File: config.mk
export PLATFORM = sky130hd
export DESIGN_NAME = intc_top
export DESIGN_NICKNAME = d
export VERILOG_FILES = /design/src/rtl/intc_pkg.sv /design/src/rtl/intc_ext_in.sv /design/src/rtl/intc_arbiter.sv /design/src/rtl/intc_svc.sv /design/src/rtl/intc_top.sv
export SDC_FILE = /design/constraint.sdc
export NUM_CORES = 1
export LEC_CHECK = 0
export ABC_AREA = 0
export BUFFER_PORTS_ARGS = -buffer_cell sky130_fd_sc_hd__buf_2
export CORE_AREA = 2 2 68 70
export DETAILED_ROUTE_END_ITERATION = 8
export DIE_AREA = 0 0 70 72
export PLACE_DENSITY = 0.61
export SLEW_MARGIN = 20
export SYNTH_ARGS = -nofsm -noshare
export SYNTH_HDL_FRONTEND = slang
export SYNTH_HIERARCHICAL = 1
export SYNTH_SLANG_ARGS = --single-unit
File: constraint.sdc
create_clock -name clk -period 3.1 [get_ports clk]
set_input_delay 0.62 -clock clk [delete_from_list [all_inputs] [get_ports clk]]
set_output_delay 0.62 -clock clk [all_outputs]
set_load 0.03 [all_outputs]
File: src/rtl/intc_pkg.sv
package intc_pkg;
    localparam int NUM_SRC  = 5;
    localparam int NUM_EXT  = 2;
    localparam int IDX_W    = $clog2(NUM_SRC);
    localparam int VEC_W    = 16;
    localparam logic [VEC_W-1:0] VEC_BASE = 16'h0003;
    localparam int VEC_STEP_SH = 3;

    typedef enum logic [IDX_W-1:0] {
        SRC_EXT0 = 3'd0,
        SRC_TMR0 = 3'd1,
        SRC_EXT1 = 3'd2,
        SRC_TMR1 = 3'd3,
        SRC_SER  = 3'd4
    } src_e;

    typedef struct packed {
        logic             valid;
        logic             high;
        logic [IDX_W-1:0] idx;
    } pick_t;

    function automatic logic [VEC_W-1:0] vec_of(input logic [IDX_W-1:0] idx);
        return VEC_BASE + (VEC_W'(idx) << VEC_STEP_SH);
    endfunction
endpackage

File: src/rtl/intc_ext_in.sv
module intc_ext_in (
    input  logic clk,
    input  logic rst,
    input  logic pin_n,
    input  logic edge_mode,
    input  logic clr,
    output logic req
);
    logic s1, s2, s3;
    logic pend;
    logic fall;

    always_ff @(posedge clk) begin
        if (rst) begin
            s1 <= 1'b1;
            s2 <= 1'b1;
            s3 <= 1'b1;
        end else begin
            s1 <= pin_n;
            s2 <= s1;
            s3 <= s2;
        end
    end

    assign fall = s3 & ~s2;

    always_ff @(posedge clk) begin
        if (rst || !edge_mode) begin
            pend <= 1'b0;
        end else begin
            pend <= (pend & ~clr) | fall;
        end
    end

    assign req = edge_mode ? pend : ~s2;
endmodule

File: src/rtl/intc_arbiter.sv
module intc_arbiter
    import intc_pkg::*;
#(
    parameter int N = NUM_SRC
) (
    input  logic [N-1:0] req,
    input  logic [N-1:0] pri,
    output pick_t        pick
);
    localparam int IW = $clog2(N);

    logic [N-1:0] hi_req;
    logic [N-1:0] sel_req;

    assign hi_req  = req & pri;
    assign sel_req = (|hi_req) ? hi_req : req;

    always_comb begin
        pick       = '0;
        pick.valid = |req;
        pick.high  = |hi_req;
        for (int i = N - 1; i >= 0; i--) begin
            if (sel_req[i]) pick.idx = IW'(i);
        end
    end
endmodule

File: src/rtl/intc_svc.sv
module intc_svc (
    input  logic clk,
    input  logic rst,
    input  logic take,
    input  logic take_high,
    input  logic reti,
    output logic svc_lo,
    output logic svc_hi
);
    always_ff @(posedge clk) begin
        if (rst) begin
            svc_lo <= 1'b0;
            svc_hi <= 1'b0;
        end else begin
            if (reti) begin
                if (svc_hi) svc_hi <= 1'b0;
                else        svc_lo <= 1'b0;
            end
            if (take) begin
                if (take_high) svc_hi <= 1'b1;
                else           svc_lo <= 1'b1;
            end
        end
    end
endmodule

File: src/rtl/intc_top.sv
module intc_top
    import intc_pkg::*;
(
    input  logic                 clk,
    input  logic                 rst,
    input  logic [NUM_EXT-1:0]   ext_n,
    input  logic                 tmr0_req,
    input  logic                 tmr1_req,
    input  logic                 ser_req,
    input  logic                 mode_we,
    input  logic [NUM_EXT-1:0]   mode_wdata,
    input  logic                 en_we,
    input  logic [NUM_SRC:0]     en_wdata,
    input  logic                 pri_we,
    input  logic [NUM_SRC-1:0]   pri_wdata,
    input  logic                 ack,
    input  logic                 reti,
    output logic                 irq,
    output logic [IDX_W-1:0]     irq_src,
    output logic [VEC_W-1:0]     irq_vec
);
    logic [NUM_EXT-1:0] mode_q;
    logic               en_glb_q;
    logic [NUM_SRC-1:0] en_src_q;
    logic [NUM_SRC-1:0] pri_q;
    logic [NUM_EXT-1:0] ext_req;
    logic [NUM_EXT-1:0] ext_clr;
    logic [NUM_SRC-1:0] raw_req;
    pick_t              pick;
    logic               svc_lo, svc_hi;
    logic               allow;
    logic               take;

    always_ff @(posedge clk) begin
        if (rst) begin
            mode_q   <= '0;
            en_glb_q <= 1'b0;
            en_src_q <= '0;
            pri_q    <= '0;
        end else begin
            if (mode_we) mode_q <= mode_wdata;
            if (en_we) begin
                en_glb_q <= en_wdata[NUM_SRC];
                en_src_q <= en_wdata[NUM_SRC-1:0];
            end
            if (pri_we) pri_q <= pri_wdata;
        end
    end

    localparam logic [IDX_W-1:0] EXT_IDX [NUM_EXT] = '{SRC_EXT0, SRC_EXT1};

    for (genvar g = 0; g < NUM_EXT; g++) begin : g_ext
        assign ext_clr[g] = take && (irq_src == EXT_IDX[g]);
        intc_ext_in u_ext (
            .clk       (clk),
            .rst       (rst),
            .pin_n     (ext_n[g]),
            .edge_mode (mode_q[g]),
            .clr       (ext_clr[g]),
            .req       (ext_req[g])
        );
    end

    always_comb begin
        raw_req           = '0;
        raw_req[SRC_EXT0] = ext_req[0];
        raw_req[SRC_TMR0] = tmr0_req;
        raw_req[SRC_EXT1] = ext_req[1];
        raw_req[SRC_TMR1] = tmr1_req;
        raw_req[SRC_SER]  = ser_req;
    end

    intc_arbiter #(.N(NUM_SRC)) u_arb (
        .req  (raw_req & en_src_q & {NUM_SRC{en_glb_q}}),
        .pri  (pri_q),
        .pick (pick)
    );

    assign allow = pick.high ? !svc_hi : !(svc_hi || svc_lo);
    assign irq     = pick.valid && allow;
    assign irq_src = pick.idx;
    assign irq_vec = vec_of(pick.idx);
    assign take    = ack && irq;

    intc_svc u_svc (
        .clk       (clk),
        .rst       (rst),
        .take      (take),
        .take_high (pick.high),
        .reti      (reti),
        .svc_lo    (svc_lo),
        .svc_hi    (svc_hi)
    );
endmodule

Yosys cells after proc, flatten, opt, wreduce, memory -nomap -nowiden. Index checks and enable logic that the tools add are counted.

Bitwise gates (word level): 13. Reductions and logical operators: 14. $add $sub $neg: 1. Mux-type cells: 16. Equal/unequal tests: 1.

Operator list (count): 5-bit AND (3); 3-bit 2-to-1 mux (5); 1-bit 2-to-1 mux (10); 5-bit OR reduction (2); 2-bit by 6-bit adder with 7-bit output (first input constant) (1); 5-bit 2-to-1 mux (1); 1-bit AND (4); 1-bit logical AND (4); 1-bit zero test (4); 1-bit inverter (4); 3-bit by 2-bit equality test with 1-bit output (second input constant) (1); 3-bit zero test (1); 1-bit logical OR (3); 1-bit OR (2).

Bits in registers: 23. Input port bits: 25. Word-level logic and storage cells: 59. Output and inout port bits: 20.

Logic depth before layout (Yosys ltp).
Depth after elaboration: 17. Gate-level depth with buffers: 11.

By module. Netlist, hierarchy kept.

By module, submodules not included: intc_top (times used 1, cells each 73, area each 675.6 um^2); intc_ext_in (times used 2, cells each 13, area each 147.6 um^2); intc_arbiter (times used 1, cells each 19, area each 142.6 um^2); intc_svc (times used 1, cells each 9, area each 80.1 um^2).

Worst setup path after synthesis. Ideal clock, no wire load.

Kind: input to output. Start: input port tmr0_req. End: output port irq_vec[3]. Required time: 2.480 ns. Slack: 0.192 ns. Path buffers: 1. Data arrival time: 2.288 ns. Cell stages on the path: 6. Path through: and3_1 > a22o_4 > nor3b_4 > o21ai_0 > a21oi_1 > buf_4.

Longest elaborated chain between the ends: 10.

RTL lines: start: declaration (line intc_top.sv:7) `input logic tmr0_req,`; 5-bit AND * (2 in a row) (line intc_top.sv:74) `.req (raw_req & en_src_q & {NUM_SRC{en_glb_q}}),`; 5-bit AND (line intc_arbiter.sv:15) `assign hi_req = req & pri;`; 5-bit OR reduction (line intc_arbiter.sv:16) `assign sel_req = (|hi_req) ? hi_req : req;`; 5-bit 2-to-1 mux * (line intc_arbiter.sv:16); 3-bit 2-to-1 mux (3 in a row) (line intc_arbiter.sv:23) `if (sel_req[i]) pick.idx = IW'(i);`; 3-bit 2-to-1 mux * (line intc_arbiter.sv:23); via irq_src[0] (line intc_top.sv:19) `output logic [IDX_W-1:0] irq_src,`; 2-bit by 6-bit adder with 7-bit output * (line intc_pkg.sv:24) `return VEC_BASE + (VEC_W'(idx) << VEC_STEP_SH);`; end: declaration (line intc_top.sv:20) `output logic [VEC_W-1:0] irq_vec`.

Mark *: on every way through the listed nets, which the timed path passes. The rest lies on a longest branch.

Final worst setup path.
Start: register mode_q[1]. End: output port irq_vec[3].

Longest elaborated chain between the ends: 11.

RTL lines: start: declaration (line intc_top.sv:22) `logic [NUM_EXT-1:0] mode_q;`; start signal: assignment (line intc_top.sv:41) `if (mode_we) mode_q <= mode_wdata;`; 1-bit 2-to-1 mux * (line intc_ext_in.sv:35) `assign req = edge_mode ? pend : ~s2;`; via ext_req[1] (line intc_top.sv:26) `logic [NUM_EXT-1:0] ext_req;`; 5-bit AND * (2 in a row) (line intc_top.sv:74); 5-bit AND (line intc_arbiter.sv:15); 5-bit OR reduction (line intc_arbiter.sv:16); 5-bit 2-to-1 mux * (line intc_arbiter.sv:16); 3-bit 2-to-1 mux (3 in a row) (line intc_arbiter.sv:23); 3-bit 2-to-1 mux * (line intc_arbiter.sv:23); 2-bit by 6-bit adder with 7-bit output * (line intc_pkg.sv:24).

Marked as above.

==> impl_metrics.json <==
{
  "status": "finished clean",
  "cts_buffers": 3,
  "p_clk_frac": 0.322,
  "wl_met1_microns": 1040,
  "clock_latency_ns": 0.26,
  "placed_area_sq_um": 1320,
  "synth.largest_area_cell": "dfxtp_1",
  "post_cts_buffers": 0,
  "period_share": 0.870,
  "grt_max_degree": 25,
  "routed-wl-met3_microns": 157,
  "ant_nets": 0,
  "grt_pass1_vias": 718,
  "first_pass_iters": 4,
  "core-area_sq_um": 4260,
  "synth.distinct_cells": 29,
  "vias": 869,
  "cp-start-kind": "register",
  "setup_viol": 0,
  "start_util": 0.280,
  "p_sw_mw": 0.155,
  "gr-total-overflow": 0,
  "synth_area_leaders": "dfxtp_1 (39%), mux2i_1 (13%), buf_4 (10%)",
  "fmax_mhz": 371,
  "pin_count": 45,
  "rsz0062_at_grt": "no",
  "drv_slew": 0,
  "synth.avg_cell_area_sq_um": 9.40,
  "register_area_sq_um": 460,
  "numPlacedInstances": 202,
  "required_ns": 2.48,
  "synth-seq-cells": 23,
  "p_seq_frac": 0.543,
  "synthesis.area_sq_um": 1190,
  "fin_crit_ns": 2.70,
  "die_area_sq_um": 5040,
  "timing.hold.ws_ns": 0.413,
  "startpoint": "mode_q[1]$_SDFFE_PP0P_",
  "multiInputGateArea_sq_um": 626,
  "p_int_mw": 0.431,
  "irDropWorstVdd_uv": 251,
  "worst-r2r-setup-slack_ns": 0.73,
  "finalPower_mw": 0.586,
  "fin_util": 0.321,
  "diodes": 0,
  "met2_length_microns": 895,
  "drive_above_1_share": 0.286,
  "critPathArrivalTime_ns": 2.08,
  "worstHoldPathType": "reg2reg",
  "die_h_microns": 72,
  "regToRegStartpoint": "mode_q[1]$_SDFFE_PP0P_",
  "drcViolationCount": 0,
  "cts.sinks": 23,
  "wl_per_cell_microns": 10.2,
  "drtIter0Drc": 34,
  "cts.clk_slew.worst_paths_ns": 0.08,
  "cts.repair.resized": 0,
  "synth-seq-area-share": 0.386,
  "finalNonFillerCells": 206,
  "swShare": 0.264,
  "setup-tns-final_ns": 0,
  "hpwlAfterDp_microns": 1690,
  "gp_congestion": 0.870,
  "syn-instance-count": 127,
  "hold_viol": 0,
  "globalRouteTotalUtil": 0.0826,
  "top_layer": "met4",
  "cts-hold-fix-buffers": 0,
  "pre_cts_ws_ns": 0.417,
  "skew_ns": 0.00256,
  "num_rows": 24,
  "cts_root_buf": "clkbuf_8",
  "worstSetupPathType": "reg2out",
  "r2r-end": "g_ext[0].u_ext/pend$_SDFF_PP0_",
  "chipWidth_microns": 70,
  "cts_tree": "yes",
  "wirelength_microns": 2100,
  "ys_warn_count": 6,
  "power.density_nw_per_um2": 427,
  "netlist.area_leader.share": 0.386,
  "cts_buffer_depth": 2,
  "io_buffer_count": 31,
  "synthToLayoutAreaGrowth_pct": 14.8,
  "final_nets": 180,
  "crit_path_end_kind": "output pin",
  "crit_fanout": 5,
  "combPwrFrac": 0.135,
  "htreeDepth": 1,
  "vias_per_cell": 4.22,
  "ff2ff_path_depth": 10,
  "setup_slack_ns": 0.402,
  "fillers": 469,
  "maxCapViolations": 0,
  "endpoint": "irq_vec[3]",
  "leakagePower_nw": 0.662,
  "antenna_found_initial": 0,
  "grt_pass1_wl_microns": 3350,
  "design_area_sq_um": 1370
}
==> worst max-delay path: stages (launching register included) <==
cell and delay (ns):
dfxtp_1 0.38, mux2i_1 0.08, and3_1 0.24, a22o_4 0.30, nor3b_4 0.19, o21ai_0 0.10, a21oi_1 0.26, buf_2 0.25
==> worst min path at each step <==
stage	end	startpoint	depth (start not counted)
after floorplan	g_ext[0].u_ext/s2$_SDFF_PP1_	g_ext[0].u_ext/s1$_SDFF_PP1_	1
after global placement	g_ext[0].u_ext/s2$_SDFF_PP1_	g_ext[0].u_ext/s1$_SDFF_PP1_	1
after detailed placement	g_ext[0].u_ext/s2$_SDFF_PP1_	g_ext[0].u_ext/s1$_SDFF_PP1_	1
after CTS	g_ext[0].u_ext/s2$_SDFF_PP1_	g_ext[0].u_ext/s1$_SDFF_PP1_	1
after global routing	g_ext[0].u_ext/s2$_SDFF_PP1_	g_ext[0].u_ext/s1$_SDFF_PP1_	1
final	g_ext[1].u_ext/s2$_SDFF_PP1_	g_ext[1].u_ext/s1$_SDFF_PP1_	1
==> Yosys cell counts (all sizes together) <==
master,number
o21a,1
or4b,1
nor4,1
nor2,17
nor2b,2
buf,19
inv,4
dfxtp,23
nand4bb,1
o32ai,1
and3,5
a21boi,1
nand2,2
o21ai,2
o211a,1
mux2i,15
nor3b,3
nor3,3
conb,2
or2,6
a21oi,5
a22o,2
nand2b,10
==> power groups by stage <==
stage	Clock [mW]	Sequential, mW	Combinational, mW
floorplan	0	0.322	0.0713
global placement	0	0.325	0.0790
detailed placement	0	0.326	0.0795
CTS	0.196	0.319	0.0797
global route	0.210	0.321	0.0860
finish	0.188	0.318	0.0790
==> sequential cells by signal, indices dropped and copies added (netlist names) <==
name	cells
en_src_q	5
pri_q	5
g_ext.u_ext/pend	2
g_ext.u_ext/s1	2
g_ext.u_ext/s2	2
g_ext.u_ext/s3	2
mode_q	2
en_glb_q	1
u_svc/svc_hi	1
u_svc/svc_lo	1
==> area by class of cell <==
cell class / count / share of cell area
clock buffers: 3 / 0.0301
multi-input cells: 92 / 0.457
clock inverters: 1 / 0.00548
flip-flops and latches: 23 / 0.336
repair buffers: 31 / 0.113
inverters: 4 / 0.0110
well taps: 52 / 0.0475
==> placed cells by master, fill, tap and decap left out, types with 2 or more instances in the layout <==
master    Yosys  layout
nor2b_1       2       2
nand2_1       2       2
nor3b_1       2       2
nor2_1       17      17
a21oi_1       3       3
nand2b_4      2       2
a21oi_2       2       2
clkbuf_8      0       3
inv_1         4       4
and3_1        5       5
nand2b_1      8       8
buf_2         2      31
conb_1        2      13
dfxtp_1      23      23
nor3_1        2       2
mux2i_1      15      15
a22o_4        2       2
or2_1         6       6
o21ai_0       2       2
==> metal layers <==
metal,track usage,vias up
li1,-,452
met1,0.114,380
met2,0.121,35
met3,0.0347,2
met4,0.0192,0
met5,0,-
==> kinds of logic (layout without fill, tap and decap cells) <==
kind of cell    after synthesis  count (layout)  share of synthesized area
flops                        23              23                      0.386
mux                          15              15                      0.126
buf+inv                      23              39                      0.125
compound gates               13              13                     0.0933
other cells                   2              13                    0.00629
simple gates                 51              51                      0.264
Power figures use the tool's default switching activity.
